<file path="src/rtl/tso_sb_pkg.sv">
package tso_sb_pkg;

    parameter int unsigned SB_ADDR_W = 16;
    parameter int unsigned SB_DATA_W = 32;

    typedef enum logic [1:0] {
        OP_LOAD  = 2'd0,
        OP_STORE = 2'd1,
        OP_FENCE = 2'd2
    } sb_op_e;

    typedef enum logic [1:0] {
        PORT_IDLE,
        PORT_STORE,
        PORT_LOAD
    } port_state_e;

    typedef struct packed {
        logic [SB_ADDR_W-1:0] addr;
        logic [SB_DATA_W-1:0] data;
    } sb_entry_t;

    function automatic logic entry_match(sb_entry_t e, logic [SB_ADDR_W-1:0] a);
        return e.addr == a;
    endfunction

endpackage

</file>
<file path="src/rtl/tso_sb_queue.sv">
module tso_sb_queue
    import tso_sb_pkg::*;
#(
    parameter int unsigned DEPTH = 4
) (
    input  logic                 clk,
    input  logic                 rst,
    input  logic                 push,
    input  sb_entry_t            push_entry,
    input  logic                 pop,
    output sb_entry_t            head,
    output logic                 empty,
    output logic                 full,
    input  logic [SB_ADDR_W-1:0] look_addr,
    output logic                 look_hit,
    output logic [SB_DATA_W-1:0] look_data
);
    localparam int unsigned PTR_W = (DEPTH > 1) ? $clog2(DEPTH) : 1;
    localparam int unsigned CNT_W = $clog2(DEPTH + 1);

    sb_entry_t           slots [DEPTH];
    logic [PTR_W-1:0]    wr_ptr, rd_ptr;
    logic [CNT_W-1:0]    count;

    function automatic logic [PTR_W-1:0] step(logic [PTR_W-1:0] p);
        return (int'(p) == DEPTH - 1) ? '0 : p + 1'b1;
    endfunction

    always_ff @(posedge clk) begin
        if (rst) begin
            wr_ptr <= '0;
            rd_ptr <= '0;
            count  <= '0;
        end else begin
            if (push) wr_ptr <= step(wr_ptr);
            if (pop)  rd_ptr <= step(rd_ptr);
            if (push && !pop)      count <= count + 1'b1;
            else if (pop && !push) count <= count - 1'b1;
        end
    end

    always_ff @(posedge clk) begin
        if (push) slots[wr_ptr] <= push_entry;
    end

    assign head  = slots[rd_ptr];
    assign empty = (count == '0);
    assign full  = (int'(count) == DEPTH);

    // Walk oldest to youngest; a later hit overrides, leaving the youngest.
    always_comb begin
        look_hit  = 1'b0;
        look_data = '0;
        for (int i = 0; i < DEPTH; i++) begin
            int s;
            s = int'(rd_ptr) + i;
            if (s >= DEPTH) s = s - DEPTH;
            if (i < int'(count) && entry_match(slots[PTR_W'(s)], look_addr)) begin
                look_hit  = 1'b1;
                look_data = slots[PTR_W'(s)].data;
            end
        end
    end

    assert_no_push_full_R7: assert property (@(posedge clk) disable iff (rst)
        push |-> !full);
    assert_no_pop_empty_R2: assert property (@(posedge clk) disable iff (rst)
        pop |-> !empty);

endmodule

</file>
<file path="src/rtl/tso_sb_port.sv">
module tso_sb_port
    import tso_sb_pkg::*;
(
    input  logic                 clk,
    input  logic                 rst,
    input  logic                 ld_wait,
    input  logic [SB_ADDR_W-1:0] ld_addr,
    input  logic                 st_avail,
    input  sb_entry_t            st_head,
    input  logic                 mem_ack,
    output logic                 mem_req,
    output logic                 mem_we,
    output logic [SB_ADDR_W-1:0] mem_addr,
    output logic [SB_DATA_W-1:0] mem_wdata,
    output logic                 st_done,
    output logic                 ld_done
);
    port_state_e state, state_nx;

    always_comb begin
        state_nx = state;
        unique case (state)
            PORT_IDLE:  if (ld_wait) state_nx = PORT_LOAD;
                        else if (st_avail) state_nx = PORT_STORE;
            PORT_STORE: if (mem_ack) state_nx = PORT_IDLE;
            PORT_LOAD:  if (mem_ack) state_nx = PORT_IDLE;
            default:    state_nx = PORT_IDLE;
        endcase
    end

    always_ff @(posedge clk) begin
        if (rst) state <= PORT_IDLE;
        else     state <= state_nx;
    end

    assign mem_req   = (state != PORT_IDLE);
    assign mem_we    = (state == PORT_STORE);
    assign mem_addr  = (state == PORT_STORE) ? st_head.addr : ld_addr;
    assign mem_wdata = (state == PORT_STORE) ? st_head.data : '0;
    assign st_done   = (state == PORT_STORE) && mem_ack;
    assign ld_done   = (state == PORT_LOAD) && mem_ack;

    assert_load_first_R6: assert property (@(posedge clk) disable iff (rst)
        (state == PORT_IDLE && ld_wait) |=> (state == PORT_LOAD));
    assert_store_held_R6: assert property (@(posedge clk) disable iff (rst)
        (mem_req && mem_we && !mem_ack) |=> (mem_req && mem_we && $stable(mem_addr) && $stable(mem_wdata)));
    assert_store_drains_R2: assert property (@(posedge clk) disable iff (rst)
        (state == PORT_IDLE && st_avail && !ld_wait) |=> (mem_req && mem_we));

endmodule

</file>
<file path="src/rtl/tso_store_buffer.sv">
module tso_store_buffer
    import tso_sb_pkg::*;
#(
    parameter int unsigned DEPTH = 4
) (
    input  logic                 clk,
    input  logic                 rst,
    input  logic                 req_valid,
    output logic                 req_ready,
    input  logic [1:0]           req_op,
    input  logic [SB_ADDR_W-1:0] req_addr,
    input  logic [SB_DATA_W-1:0] req_wdata,
    output logic                 rsp_valid,
    output logic [SB_DATA_W-1:0] rsp_rdata,
    output logic                 mem_req,
    output logic                 mem_we,
    output logic [SB_ADDR_W-1:0] mem_addr,
    output logic [SB_DATA_W-1:0] mem_wdata,
    input  logic                 mem_ack,
    input  logic [SB_DATA_W-1:0] mem_rdata
);
    logic                 q_empty, q_full, q_hit, q_pop;
    logic [SB_DATA_W-1:0] q_hit_data;
    sb_entry_t            q_head, q_in;
    logic                 ld_wait, ld_done;
    logic [SB_ADDR_W-1:0] ld_addr;
    logic                 accept, is_load, is_store, is_fence;

    assign is_load  = (req_op == OP_LOAD);
    assign is_store = (req_op == OP_STORE);
    assign is_fence = (req_op == OP_FENCE);

    always_comb begin
        req_ready = 1'b0;
        if (!ld_wait) begin
            if (is_store)      req_ready = !q_full;
            else if (is_fence) req_ready = q_empty;
            else               req_ready = 1'b1;
        end
    end

    assign accept = req_valid && req_ready;
    assign q_in   = '{addr: req_addr, data: req_wdata};

    tso_sb_queue #(.DEPTH(DEPTH)) u_queue (
        .clk        (clk),
        .rst        (rst),
        .push       (accept && is_store),
        .push_entry (q_in),
        .pop        (q_pop),
        .head       (q_head),
        .empty      (q_empty),
        .full       (q_full),
        .look_addr  (req_addr),
        .look_hit   (q_hit),
        .look_data  (q_hit_data)
    );

    tso_sb_port u_port (
        .clk       (clk),
        .rst       (rst),
        .ld_wait   (ld_wait),
        .ld_addr   (ld_addr),
        .st_avail  (!q_empty),
        .st_head   (q_head),
        .mem_ack   (mem_ack),
        .mem_req   (mem_req),
        .mem_we    (mem_we),
        .mem_addr  (mem_addr),
        .mem_wdata (mem_wdata),
        .st_done   (q_pop),
        .ld_done   (ld_done)
    );

    always_ff @(posedge clk) begin
        if (rst) begin
            ld_wait   <= 1'b0;
            ld_addr   <= '0;
            rsp_valid <= 1'b0;
            rsp_rdata <= '0;
        end else begin
            rsp_valid <= 1'b0;
            if (ld_done) begin
                ld_wait   <= 1'b0;
                rsp_valid <= 1'b1;
                rsp_rdata <= mem_rdata;
            end else if (accept && is_load) begin
                if (q_hit) begin
                    rsp_valid <= 1'b1;
                    rsp_rdata <= q_hit_data;
                end else begin
                    ld_wait <= 1'b1;
                    ld_addr <= req_addr;
                end
            end
        end
    end

    assert_fence_drained_R8: assert property (@(posedge clk) disable iff (rst)
        (accept && is_fence) |-> (q_empty && !ld_wait && !mem_req));
    assert_full_stall_R7: assert property (@(posedge clk) disable iff (rst)
        (req_valid && is_store && q_full) |-> !req_ready);
    assert_hit_no_read_R4: assert property (@(posedge clk) disable iff (rst)
        (accept && is_load && q_hit) |=> (rsp_valid && !(mem_req && !mem_we)));
    assert_single_load_R9: assert property (@(posedge clk) disable iff (rst)
        (mem_req && !mem_we) |-> !accept);

endmodule

</file>
<file path="config.mk">
export PLATFORM = sky130hd
export DESIGN_NAME = tso_store_buffer
export DESIGN_NICKNAME = d
export VERILOG_FILES = /design/src/rtl/tso_sb_pkg.sv /design/src/rtl/tso_sb_queue.sv /design/src/rtl/tso_sb_port.sv /design/src/rtl/tso_store_buffer.sv
export SDC_FILE = /design/constraint.sdc
export NUM_CORES = 1
export LEC_CHECK = 0
export ABC_AREA = 1
export BUFFER_PORTS_ARGS = -buffer_cell sky130_fd_sc_hd__buf_4
export CORE_MARGIN = 4
export CORE_UTILIZATION = 40
export DETAILED_ROUTE_END_ITERATION = 10
export PLACE_DENSITY = 0.57
export SKIP_LAST_GASP = 1
export SLEW_MARGIN = 40
export SYNTH_ARGS = -nofsm -noshare
export SYNTH_HDL_FRONTEND = slang
export SYNTH_HIERARCHICAL = 1
export SYNTH_SLANG_ARGS = --single-unit
</file>
<file path="constraint.sdc">
create_clock -name clk -period 7.65 [get_ports clk]
set_clock_uncertainty 0.2 [all_clocks]
set_input_delay 0.765 -clock clk [delete_from_list [all_inputs] [get_ports clk]]
set_output_delay 0.765 -clock clk [all_outputs]
set_load 0.01 [all_outputs]
</file>
# Yosys cells after proc, flatten, opt, wreduce, memory -nomap -nowiden

Memory sizes are Yosys's and may differ from the RTL's. A register that Yosys moved wholly into a read port is not among the register bits.
Index checks and enable logic that the tools add are counted.

Bits in writable memories: 192
Memories: 1
Register bits after elaboration: 59
Word-level logic and storage cells: 105

Bitwise logic cells: 2
Reduce and logical (&&, ||, !) cells: 27
Multiplexer cells: 35
Eq/ne operators: 13
Add/sub/neg operators: 11
Magnitude comparators: 8

Memories:

| memory        | words | bits a word | read ports | clocked after Yosys merged registers in | write ports | line               | source |
|---|---|---|---|---|---|---|---|
| u_queue.slots | 4     | 48          | 5          | 1                                       | 1           | tso_sb_queue.sv:21 | `sb_entry_t slots [DEPTH];` |

Operator list:

| cell                                                      | number |
|---|---|
| 2-to-1 mux 32 bit                                         | 8 |
| equality test 16 bit                                      | 4 |
| 2-to-1 mux 2 bit                                          | 11 |
| 2-to-1 mux 16 bit                                         | 1 |
| 2-to-1 mux 1 bit                                          | 12 |
| logical AND 1 bit                                         | 11 |
| >= comparator 3 bit, second input constant                | 3 |
| equality test 2 bit, second input constant                | 4 |
| nonzero test 2 bit                                        | 4 |
| subtractor 2 x 1 -> 2 bit, second input constant          | 4 |
| adder 2 x 2 -> 3 bit, second input constant               | 2 |
| less-than comparator 1 x 3 -> 1 bit, first input constant | 2 |
| less-than comparator 2 x 3 -> 1 bit, first input constant | 2 |
| 2-to-1 mux 3 bit                                          | 2 |
| AND reduction 2 bit                                       | 3 |
| adder 2 x 1 -> 2 bit, second input constant               | 2 |
| equality test 2 x 1 -> 1 bit, second input constant       | 2 |
| zero test 2 bit                                           | 2 |
| case mux 2 bit (2 select lines)                           | 1 |
| OR reduction 2 bit                                        | 2 |
| adder 2 x 1 -> 3 bit, second input constant               | 1 |
| adder 3 x 1 -> 3 bit, second input constant               | 1 |
| equality test 3 bit, second input constant                | 1 |
| >= comparator 2 x 3 -> 1 bit, second input constant       | 1 |
| 7 further kinds                                           | 10 |

# Longest topological paths before layout

Gate-level depths: netlist of the first run.
An unclocked memory read counts as a cell.

Depth after elaboration: 12
Depth in mapped cells: 22

# Hierarchy

The synthesis of the first run kept the hierarchy.

Modules (own cells, without submodules):

| module           | cells each | instances | seq. area each (um2) | area an instance (um2) |
|---|---|---|---|---|
| tso_sb_queue     | 1,967      | 1         | 5,945.7              | 13,817.0 |
| tso_store_buffer | 409        | 1         | 1,001.0              | 2,673.8 |
| tso_sb_port      | 111        | 1         | 40.0                 | 675.6 |

# Least setup slack after synthesis of the first run

No wires, ideal clock.

Kind: reg-to-reg
Start: reg u_queue.count[0]
End: mem u_queue/slots[0][0] (netlist name), enable pin
Data arrival time: 2,588 ps
Path buffers: 1
Period minus slack after synthesis: 3,190 ps
Setup time: 402 ps
Required time: 7,048 ps
Slack: 4,460 ps
Stages on the path, launching flop included: 12
Cells stage by stage: dfxtp_1 > inv_1 > ha_1 > nand2_1 > inv_1 > nand3_2 > nand3_1 > nor2_4 > buf_2 > and3_1 > nand2_1 > inv_1

Cells in the longest elaborated chain, start to end: 8
Elaborated cells on any way between the ends: 10
Those cells by class: eq/ne (1); mux (5); reduce/logical (4)

Ends and longest elaborated chain:

| item                                   | line                   | source |
|---|---|---|
| start, declared                        | tso_sb_queue.sv:23     | `logic [CNT_W-1:0] count;` |
| start signal, assigned                 | tso_sb_queue.sv:37     | `if (push && !pop) count <= count + 1'b1;` |
| start signal, assigned                 | tso_sb_queue.sv:38     | `else if (pop && !push) count <= count - 1'b1;` |
| equality test 3 bit                    | tso_sb_queue.sv:48     | `assign full = (int'(count) == DEPTH);` |
| net q_full                             | tso_store_buffer.sv:22 | `logic q_empty, q_full, q_hit, q_pop;` |
| zero test 1 bit                        | tso_store_buffer.sv:36 | `if (is_store) req_ready = !q_full;` |
| 2-to-1 mux 1 bit                       | tso_store_buffer.sv:36 |  |
| 2-to-1 mux 1 bit                       | tso_store_buffer.sv:35 | `if (!ld_wait) begin` |
| logical AND 1 bit                      | tso_store_buffer.sv:42 | `assign accept = req_valid && req_ready;` |
| logical AND 1 bit                      | tso_store_buffer.sv:48 | `.push (accept && is_store),` |
| 2-to-1 mux 1 bit                       | tso_sb_queue.sv:43     | `if (push) slots[wr_ptr] <= push_entry;` |
| 2-to-1 mux 1 bit (implied by the code) | tso_sb_queue.sv:43     |  |
| end, declared                          | tso_sb_queue.sv:21     |  |

The timed path passes the listed nets, and every way through them passes these cells.

# Worst setup path in the final report of the first run

Start: reg u_queue.rd_ptr[0]
End: reg rsp_rdata[11]

Elaborated cells on any way between the ends: 37
Those cells by class: add/sub (7); order compare (4); eq/ne (4); mux (15); reduce/logical (6); memory (1)

RTL lines:

| item                                                                | line                                 | source |
|---|---|---|
| start, declared                                                     | tso_sb_queue.sv:22                   | `logic [PTR_W-1:0] wr_ptr, rd_ptr;` |
| start signal, assigned                                              | tso_sb_queue.sv:36                   | `if (pop) rd_ptr <= step(rd_ptr);` |
| adder 2 x 1 -> 3 bit (tied with other cells)                        | tso_sb_queue.sv:56                   | `s = int'(rd_ptr) + i;` |
| >= comparator 3 bit (tied with other cells)                         | tso_sb_queue.sv:57                   | `if (s >= DEPTH) s = s - DEPTH;` |
| 2-to-1 mux 2 bit / memory read (4 x 48 bit) (equally long branches) | n/a                                  |  |
| memory read (4 x 48 bit) *                                          | n/a                                  |  |
| equality test 16 bit / logical AND 1 bit (equally long branches)    | tso_sb_pkg.sv:24, tso_sb_queue.sv:58 |  |
| logical AND 1 bit / 2-to-1 mux 1 bit (equally long branches)        | tso_sb_queue.sv:58                   | `if (i < int'(count) && entry_match(slots[PTR_W'(s)], look_addr)) begin` |
| 2-to-1 mux 1 bit (2 in a row)                                       | tso_sb_queue.sv:58                   |  |
| 2-to-1 mux 1 bit *                                                  | tso_sb_queue.sv:58                   |  |
| net q_hit                                                           | tso_store_buffer.sv:22               |  |
| nonzero test 2 bit (no source line) *                               | n/a                                  |  |
| AND reduction 2 bit (no source line) *                              | n/a                                  |  |
| end signal, assigned                                                | tso_store_buffer.sv:86               | `rsp_rdata <= mem_rdata;` |
| end signal, assigned                                                | tso_store_buffer.sv:90               | `rsp_rdata <= q_hit_data;` |
| end, declared                                                       | tso_store_buffer.sv:14               | `output logic [SB_DATA_W-1:0] rsp_rdata,` |

Mark *: on every way through the listed nets, which the timed path passes. The rest lies on a longest branch. The select of a mux whose other input is x is not followed.
A chain may end at the register's enable or synchronous reset.

==> summary.md, run 1 <==
| Metric | Value |
|---|---|
| Syn Area/Cell | 6.90 um^2 |
| Final setup fails | 0 |
| Worst-path maximum fanout | 95 |
| Clock share of power | 30.4% |
| Net Sw Frac | 38.0% |
| DRC Markers | 0 |
| RSZ-0062 raised after global routing | false |
| Post-layout util | 46.3% |
| Post-synthesis simple-gate area fraction | 30.6% |
| Minimum clock period | 5.56 ns |
| Die height | 215 um |
| Yosys cell types | 39 |
| IO Pins | 170 |
| Clock latency on the worst-skew pair | 0.58 ns |
| Crit share post-route | 72.7% |
| Yosys warns | 6 |
| Top cell type's share of synthesized area | 33.6% |
| NetSw | 1.89 mW |
| Post-CTS setup buffer count | 0 |
| Max-Cap Viols | 0 |
| Post-Synth Adder-Cell Area | 1.02% |
| First-pass DRT Iterations | 6 |
| Post-route ant nets | 0 |
| P_int | 3.08 mW |
| Most common cell in the netlist | nand2_1 |
| CTS root buf | clkbuf_16 |
| Seq pwr share | 31.7% |
| Leak pwr | 9.12 nW |
| Compound-cell area share of the yosys netlist | 15.0% |
| H-tree levels | 1 |
| Initial antenna violation count | 0 |
| WP data required | 7.92 ns |
| Area contributors post-synth | edfxtp_1 (34%), nand2_1 (17%), o21ai_0 (7.8%) |
| Worst Path Arrival | 5.83 ns |
| Worst IR drop on VDD | 0.000211 V |
| CTS Hold Bufs | 0 |
| Die W | 215 um |
| Initial DRC count | 1535 |
| Cell Area, Synth | 17200 um^2 |
| Yosys reg bits | 253 |
| Input/output buffers | 169 |
| CTS tree | done |
| Worst Tran Pin Value | 0.810 ns |
| Critical Path Sink Type | flip-flop |
| Via count | 16.8k |
| PwrDens | 254 nW/um^2 |
| Commonest cells post-synth | nand2_1 (784), o21ai_0 (268), inv_1 (265) |
| Final #Nets | 2656 |
| Worst-path clk slew | 0.06 ns |
| Post-Syn Instances | 2487 |
| Post-DP HPWL | 36200 um |
| Syn nets | 2587 |
| Vias in the first global route | 15.6k |
| Final Max Slew Viols | 0 |
| CTS sink cnt | 253 |
| Core area | 42200 um^2 |
| Logic pwr share | 37.9% |
| Routability Congestion | 0.894 |
| Setup Total Neg Slack | 0 ns |
| Max-slew headroom | 46.0% |
| EDFF count, synth | 192 |
| Area added between synthesis and finish | 14.0% |
| Overflow after GRT | 0 |
| Largest family of logic cells by synthesized area | simple AND/OR/NAND/NOR gates |
| Final Hold Viols | 0 |
| DR vias/cell | 5.39 |
| Largest net degree at the start of global routing | 123 |
| Routed wire length per instance | 18.1 um |
| Post-Synth XOR/XNOR Area | 0.459% |
| Async set-reset flop share out of synthesis | 0% |
| Inserted Clock Buffers | 30 |
| Post-synthesis sequential area ratio | 40.7% |
| Fmax | 180 MHz |
| Die Area | 46300 um^2 |
| Diode count | 0 |
| CP Launch Type | flip-flop |
| HP Class | input port to flip-flop |
| Initial Utilization | 40.7% |
| FP Rows | 75 |
| Post-synthesis mux area share | 1.33% |
| Dominant synthesized flop cell | edfxtp_1 |
| Status | completed |
| WS Path Type | flip-flop to flip-flop |
| Dominant cell type by area after synthesis | edfxtp_1 |
| Total GRT Usage | 23.4% |
| First-pass GRT wire length | 87800 um |
| Routed wire length | 56400 um |
| Share of cells above drive strength 1 | 11.9% |
| # resized after CTS | 0 |
| Clock Path Buffers | 3 |
sequential cells by signal, indices dropped and copies added (netlist names), 2 cells and up, named ones only:
| name | cells |
|---|---|
| ld_addr | 16 |
| rsp_rdata | 32 |
| u_port/state | 2 |
| u_queue/count | 3 |
| u_queue/rd_ptr | 2 |
| u_queue/slots | 192 |
| u_queue/wr_ptr | 2 |
kinds of logic (layout without fill, tap and decap cells):
| group | Yosys count | count (layout) |
|---|---|---|
| and+or+nand+nor | 1270 | 1270 |
| AOI/OAI and AO/OA | 495 | 495 |
| buffers and inverters | 429 | 521 |
| DFF | 253 | 253 |
| muxes | 17 | 17 |
| adders and majority gates | 14 | 14 |
| xor gates and xnor gates | 9 | 9 |
layer usage:
metal  GRT usage (%)  vias to the layer above  share of wire (%)
met2            37.5                      689                 45
li1                -                     8239                  -
met1            33.5                     7779                 45
met4            6.23                        0                2.2
met5               0                        -                  0
met3            2.92                       91                7.6
path summary, 6_finish.rpt:
check	startpoint	endpoint	slack [ns]	cells past startpoint
worst max-delay path	u_queue/rd_ptr[0]	rsp_rdata[11]	2.09	16
worst min-delay path	req_wdata[21]	u_queue/slots[3][21]	0.18	1
worst max register to register	u_queue/rd_ptr[0]	rsp_rdata[11]	2.09	16
worst min register to register	ld_addr[2]	ld_addr[2]	0.26	2
cell usage in the layout, fill, tap and decap left out, types with 7 or more instances in the layout:
cell	count
nor2_1	237
ha_1	12
nand3_1	185
a21oi_1	154
clkbuf_16	30
xor2_1	8
o21ai_1	26
o21ai_0	268
edfxtp_1	192
dfxtp_1	57
inv_1	259
o22ai_1	30
nand3_2	24
buf_4	192
nand4_1	24
mux2_4	10
clkinv_1	7
nand2_1	784
o211ai_1	9
critical path, cell delays in order (launching register included):
cell	delay, ns
dfxtp_4	0.69
buf_4	0.59
buf_6	0.58
nand2_1	0.17
nand3_1	0.16
nand2_1	0.07
nand2_1	0.05
nand2_1	0.06
nor2_1	0.15
nand2_1	0.08
nor2_2	0.15
nand3_2	0.55
nand4_1	0.48
nand4_1	0.53
buf_4	0.52
a21oi_1	0.23
nor2_1	0.06
cell type report:
class,instances,area [um^2]
inverter,270,1020
clock buffer,35,769
fill,4270,22700
clock inverter,20,265
timing repair buffer,196,1500
sequential,253,7000
multi-input combinational,1805,8330
tap,539,674
power by group through the flow:
stage / registers, mW / clock network, mW / logic [mW]
detailed placement: 1.61 / 0 / 1.85
global route: 1.59 / 1.61 / 2.12
finish: 1.58 / 1.51 / 1.89
global placement: 1.61 / 0 / 1.83
CTS: 1.58 / 1.55 / 1.86
floorplan: 1.58 / 0 / 1.33
stage by stage:
stage               total power [mW]  std cells  hold slack, ns  area [um^2]  worst slack [ns]
global placement                3.44       3060           0.247        18500              1.69
CTS                             4.98       3116           0.155        19500              1.91
detailed placement              3.46       3061           0.252        18500              1.93
floorplan                       2.91       2487           0.238        17200              4.46
finish                          4.98       3118           0.181        19600              2.09
global route                    5.31       3118           0.164        19600              1.59
Note: power is estimated with default switching activity, not from simulation.
==> run 2, diff against run 1 <==
--- a/config.mk
+++ b/config.mk
@@ -10,7 +10,7 @@
 export CORE_MARGIN = 4
 export CORE_UTILIZATION = 40
 export DETAILED_ROUTE_END_ITERATION = 10
-export PLACE_DENSITY = 0.57
+export PLACE_DENSITY = 0.59
 export SKIP_LAST_GASP = 1
 export SLEW_MARGIN = 40
 export SYNTH_ARGS = -nofsm -noshare
==> constraint.sdc (replaced) <==
create_clock -name clk -period 4.9 [get_ports clk]
set_clock_uncertainty 0.2 [all_clocks]
set_input_delay 0.49 -clock clk [delete_from_list [all_inputs] [get_ports clk]]
set_output_delay 0.49 -clock clk [all_outputs]
set_load 0.01 [all_outputs]
==> summary.md, run 2 (synthesis results as in run 1) <==
| Metric | Value |
|---|---|
| Status | completed |
| Post-CTS setup buffer count | 0 |
| Flop-to-flop setup slack | 0.71 ns |
| CTS root buf | clkbuf_16 |
| Worst IR drop on VDD | 0.000246 V |
| # resized after CTS | 0 |
| Core area | 42200 um^2 |
| IO Pins | 170 |
| Post-Layout Inst Area | 20100 um^2 |
| Commonest non-fill, non-tap cell in the layout | nand2_1 |
| Crit-path slowest cell | dfxtp_4 |
| Diode count | 0 |
| Max-slew headroom | 44.7% |
| Final Max Slew Viols | 0 |
| Crit share post-route | 85.5% |
| Final #Nets | 2717 |
| Leak pwr | 9.41 nW |
| Critical Path Stages | 15 |
| H-tree levels | 1 |
| Critical path buffer and inverter count | 3 |
| Worst-path maximum fanout | 65 |
| Final setup fails | 0 |
| Slowest cell delay on critical path | 0.59 ns |
| DR vias/cell | 5.42 |
| Total GRT Usage | 24.1% |
| Top flop regs | u_queue/slots (192), rsp_rdata (32), ld_addr (16) |
| Die W | 215 um |
| Placed cell areas | 18600 um^2 |
| Clock latency on the worst-skew pair | 0.60 ns |
| Max reg flops | 192 |
| PwrDens | 388 nW/um^2 |
| CTS tree | done |
| CTS sink cnt | 253 |
| Final Hold Viols | 0 |
| Vias in the first global route | 16.4k |
| RR Startpoint | u_queue/rd_ptr[0] |
| Post-route ant nets | 0 |
| Setup Total Neg Slack | 0 ns |
| Largest Register | u_queue/slots |
| Fmax | 239 MHz |
| Routability Congestion | 0.898 |
| HP Class | input port to flip-flop |
| Initial Utilization | 40.7% |
| FP Rows | 75 |
| WS Path Type | flip-flop to flip-flop |
| Routed wire length per instance | 18.1 um |
| Routed wire length | 57700 um |
| CP Launch Type | flip-flop |
| CP delay by family, top | simple AND/OR/NAND/NOR gates |
| Worst Path Arrival | 4.46 ns |
| Worst Tran Pin Value | 0.828 ns |
| Initial antenna violation count | 2 |
| Fillers | 4240 |
| Minimum clock period | 4.19 ns |
| Max-Cap Viols | 0 |
| Inserted Clock Buffers | 30 |
| Cell depth of the worst flop-to-flop path | 15 |
| Crit path launch | u_queue/rd_ptr[0] |
| Share of cells above drive strength 1 | 12.2% |
| Post-DP HPWL | 37500 um |
| Initial DRC count | 1745 |
| DRC Markers | 0 |
| Die height | 215 um |
| Critical Path Sink Type | flip-flop |
| CP Cell Sequence | ha_4 > buf_4 > nand3_1 > nand3_1 > nand2_1 > nor2_1 > nand2_1 > nor2_2 > nand3_2 > buf_12 > nand4_1 > nand4_1 > buf_12 > a21oi_1 > nor2_1 |
| Clock Path Buffers | 3 |
| First-pass GRT wire length | 90300 um |
| Worst hold margin | 0.0230 ns |
| Worst-path clk slew | 0.06 ns |
| Setup crit end | rsp_rdata[26] |
| RSZ-0062 raised after global routing | false |
| Most frequent cells in the layout | nand2_1 (784), o21ai_0 (268), inv_1 (260) |
| Via count | 17.2k |
| Overflow after GRT | 0 |
| Post-layout util | 47.7% |
| Area added between synthesis and finish | 17.4% |
| Input/output buffers | 169 |
| First-pass DRT Iterations | 6 |
| Die Area | 46300 um^2 |
| FF-to-FF End | rsp_rdata[26] |
| Largest net degree at the start of global routing | 84 |
| WP data required | 5.17 ns |
## run 2: area by class of cell
type | instances | area (um^2) | area share (%)
Clock inverter | 16 | 170 | 0.845
Multi-Input combinational cell | 1805 | 8320 | 41.3
Sequential cell | 253 | 6990 | 34.7
Tap cell | 539 | 674 | 3.35
Timing Repair Buffer | 257 | 2090 | 10.4
Clock buffer | 40 | 870 | 4.32
Inverter | 270 | 1030 | 5.10
## run 2: worst min path at each step
stage / slack, ns / cells past startpoint / end / from
after floorplan: 0.24 / 2 / ld_addr[0] / ld_addr[0]
after global placement: 0.25 / 2 / ld_addr[3] / ld_addr[3]
after CTS: 0.002 / 1 / u_queue/slots[2][47] / req_addr[15]
after global routing: 0.02 / 1 / u_queue/slots[2][47] / req_addr[15]
final: 0.02 / 5 / rsp_rdata[2] / mem_rdata[2]
after detailed placement: 0.25 / 2 / ld_addr[4] / ld_addr[4]
## run 2: worst register-to-register path, delay by kind of cell (launching register included)
family / cells / cell delay, ns
fa+ha+maj: 1 / 0.55
flops: 1 / 0.59
compound gates: 1 / 0.24
simple gates: 10 / 1.42
buf+inv: 3 / 1.04
## run 2: report_power, final
part | internal [mW] | total, mW | switching (mW)
sequential | 2.38 | 2.45 | 0.0674
combinational | 1.03 | 3.02 | 1.99
clock | 1.40 | 2.35 | 0.947
## run 2: stage by stage
step | worst slack (ns) | total power [mW] | instances
CTS | 0.778 | 7.83 | 3180
global route | 0.366 | 8.31 | 3180
floorplan | 1.71 | 4.55 | 2487
finish | 0.708 | 7.81 | 3180
detailed placement | 0.807 | 5.45 | 3074
global placement | 0.946 | 5.41 | 3074
## run 2: what timing repair did
action | 4_1_cts | 5_1_grt
endpoints found under the hold margin | 187 | 0
hold buffers | 50 | 0
setup endpoints to repair | 0 | 0
## run 2: routing by layer
layer	part of all wire (%)	up-vias	global-route usage, %	routed length [um]
li1	-	8366	-	-
met2	45	720	39.5	26100
met3	7.6	100	3.84	4380
met5	0.045	-	0	26
met4	2.3	4	6.12	1310
met1	45	8041	33.3	25800
==> run 3, diff against run 2 <==
--- a/config.mk
+++ b/config.mk
@@ -5,12 +5,11 @@
 export SDC_FILE = /design/constraint.sdc
 export NUM_CORES = 1
 export LEC_CHECK = 0
-export ABC_AREA = 1
 export BUFFER_PORTS_ARGS = -buffer_cell sky130_fd_sc_hd__buf_4
 export CORE_MARGIN = 4
 export CORE_UTILIZATION = 40
 export DETAILED_ROUTE_END_ITERATION = 10
-export PLACE_DENSITY = 0.59
+export PLACE_DENSITY = 0.57
 export SKIP_LAST_GASP = 1
 export SLEW_MARGIN = 40
 export SYNTH_ARGS = -nofsm -noshare
==> constraint.sdc (replaced) <==
create_clock -name clk -period 4.35 [get_ports clk]
set_clock_uncertainty 0.2 [all_clocks]
set_input_delay 0.435 -clock clk [delete_from_list [all_inputs] [get_ports clk]]
set_output_delay 0.435 -clock clk [all_outputs]
set_load 0.01 [all_outputs]
==> summary.md, run 3 <==
| Metric | Value |
|---|---|
| H-tree levels | 1 |
| Routed wire length per instance | 23.5 um |
| Total Power | 7.71 mW |
| Die Area | 43900 um^2 |
| Initial antenna violation count | 2 |
| Worst IR drop on VDD | 0.000370 V |
| Top flop regs | u_queue/slots (192), rsp_rdata (32), ld_addr (16) |
| CTS sink cnt | 253 |
| Final setup fails | 0 |
| Post-route ant nets | 0 |
| Seq pwr share | 36.0% |
| Yosys reg bits | 253 |
| Inserted Clock Buffers | 30 |
| CTS root buf | clkbuf_16 |
| Core area | 39900 um^2 |
| Worst Path Arrival | 4.26 ns |
| IO Pins | 170 |
| Dominant synthesized flop cell | edfxtp_1 |
| DR vias/cell | 5.85 |
| CP Cell Sequence | ha_4 > buf_4 > mux4_1 > xnor2_1 > nand4_1 > or2_2 > or4b_2 > a21boi_0 > o22a_1 > mux2i_1 > a211oi_1 |
| Status | completed |
| Async set-reset flop share out of synthesis | 0% |
| Die W | 210 um |
| Crit share post-route | 91.7% |
| Share of cells above drive strength 1 | 36.5% |
| CP delay by family, top | simple AND/OR/NAND/NOR gates |
| WS Path Type | flip-flop to flip-flop |
| Worst Tran Pin Value | 0.745 ns |
| Post-Syn Instances | 1135 |
| Max-slew headroom | 50.3% |
| Fmax | 251 MHz |
| Syn Area/Cell | 14.3 um^2 |
| Critical Path Sink Type | flip-flop |
| PwrDens | 394 nW/um^2 |
| Syn nets | 1235 |
| Largest Register | u_queue/slots |
| Top cell type's share of synthesized area | 35.5% |
| Most common cell in the netlist | edfxtp_1 |
| Post-DP HPWL | 27800 um |
| Commonest non-fill, non-tap cell in the layout | edfxtp_1 |
| CTS tree | done |
| RSZ-0062 raised after global routing | false |
| FP Rows | 73 |
| WP data required | 4.62 ns |
| Max reg flops | 192 |
| Max-Cap Viols | 0 |
| Minimum clock period | 3.99 ns |
| Die height | 210 um |
| Worst-path maximum fanout | 12 |
| Critical path buffer and inverter count | 1 |
| Final #Nets | 1407 |
| CP Launch Type | flip-flop |
| First-pass GRT wire length | 67700 um |
| Setup Total Neg Slack | 0 ns |
| DRC Markers | 0 |
| Routed wire length | 43700 um |
| Worst-path clk slew | 0.06 ns |
| Most frequent cells in the layout | edfxtp_1 (192), buf_4 (186), mux4_2 (171) |
| Final Max Slew Viols | 0 |
| Vias in the first global route | 11.2k |
| Dominant cell type by area after synthesis | edfxtp_1 |
| Slowest cell delay on critical path | 0.61 ns |
| Cell Area, Synth | 16200 um^2 |
| Overflow after GRT | 0 |
| Clock Path Buffers | 3 |
| Commonest cells post-synth | edfxtp_1 (192), mux4_2 (171), mux2i_1 (119) |
| Total GRT Usage | 19.5% |
| Initial Utilization | 40.7% |
| Crit-path slowest cell | or4b_2 |
| NetSw | 2.25 mW |
| Clock latency on the worst-skew pair | 0.56 ns |
| Leak pwr | 6.21 nW |
| P_int | 5.46 mW |
| Final Hold Viols | 0 |
| EDFF count, synth | 192 |
| Routability Congestion | 0.826 |
| Area contributors post-synth | edfxtp_1 (35%), mux4_2 (24%), dfxtp_1 (7.5%) |
| Clock share of power | 32.1% |
| Yosys cell types | 54 |
| First-pass DRT Iterations | 5 |
| Net Sw Frac | 29.2% |
| HP Class | input port to flip-flop |
| Yosys warns | 6 |
| Largest net degree at the start of global routing | 83 |
| Input/output buffers | 169 |
| Post-synthesis sequential area ratio | 43.0% |
| Via count | 10.9k |
| Logic pwr share | 31.9% |
| Placed insts | 1751 |
| Initial DRC count | 681 |
| Non-Filler Instances | 1857 |
| Area added between synthesis and finish | 20.5% |
run 3: cell types whose count changed in the layout (fill, tap and decap cells not counted), sizes merged, moves of 71 or more:
cell	previous run	this run
a21oi	155	9
and2	0	71
inv	266	16
mux2i	1	119
mux4	0	179
nand2	784	7
nand3	209	39
nor2	244	45
o21ai	296	2
run 3: cell families after synthesis:
| family | Yosys count | share of synthesized area (%) |
|---|---|---|
| multiplexers | 314 | 33.7 |
| AO/OA/AOI/OAI | 127 | 6.74 |
| buffers and inverters | 124 | 3.54 |
| adder cells (fa/ha/maj) | 14 | 1.08 |
| AND/OR/NAND/NOR | 230 | 8.03 |
| XOR/XNOR | 73 | 3.94 |
| flip-flops | 253 | 43.0 |
run 3: path summary, 6_finish.rpt:
check	start	cells past startpoint	endpoint	slack, ns
worst max-delay path	u_queue/rd_ptr[0]	11	rsp_rdata[30]	0.36
worst min-delay path	mem_rdata[2]	3	rsp_rdata[2]	0.03
worst max register to register	u_queue/rd_ptr[0]	11	rsp_rdata[30]	0.36
worst min register to register	ld_addr[1]	2	ld_addr[1]	0.27
run 3: timing repair:
item,CTS,global route
gates resized for setup,0,1
hold endpoints to repair,199,0
setup endpoints to repair,0,1
hold buffers,48,0
setup buffers,0,0
run 3: power groups by stage:
| stage | Clock, mW | Combinational [mW] | Sequential (mW) |
|---|---|---|---|
| after CTS | 2.54 | 2.50 | 2.78 |
| after global routing | 2.64 | 2.67 | 2.79 |
| final | 2.48 | 2.46 | 2.77 |
| after detailed placement | 0 | 2.45 | 2.83 |
| after floorplan | 0 | 1.79 | 2.78 |
| after global placement | 0 | 2.44 | 2.83 |
run 3: cell type report:
class,count,area [um^2]
Multi-Input combinational cell,758,8740
Inverter,15,56.3
Tap cell,525,657
Timing Repair Buffer,249,2150
Sequential cell,253,7000
Fill cell,3457,20300
Clock buffer,39,806
Antenna cell,1,2.50
Clock inverter,17,169
run 3: tightest hold or removal path: cells and delay by family:
family | cells | cell delay, ns
AOI/OAI and AO/OA | 1 | 0.08
buffers and inverters | 1 | 0.11
muxes | 1 | 0.12
run 3: through the flow:
step	setup slack (ns)	util [%]	hold WS [ns]	area, um^2
floorplan	0.469	-	0.246	16200
global placement	0.347	45.3	0.256	18100
detailed placement	0.336	45.3	0.258	18100
CTS	0.317	49.0	0.00646	19500
global route	0.0876	49.0	0.0329	19600
finish	0.359	49.0	0.0323	19600
run 3: layer usage:
layer	vias to the layer above	global-route usage [%]	routed length [um]	share of wire [%]
met4	2	4.19	978	2.2
li1	4888	-	-	-
met5	-	0	7	0.016
met3	61	3.03	2390	5.5
met2	330	33.9	22000	50
met1	5590	26.2	18300	42
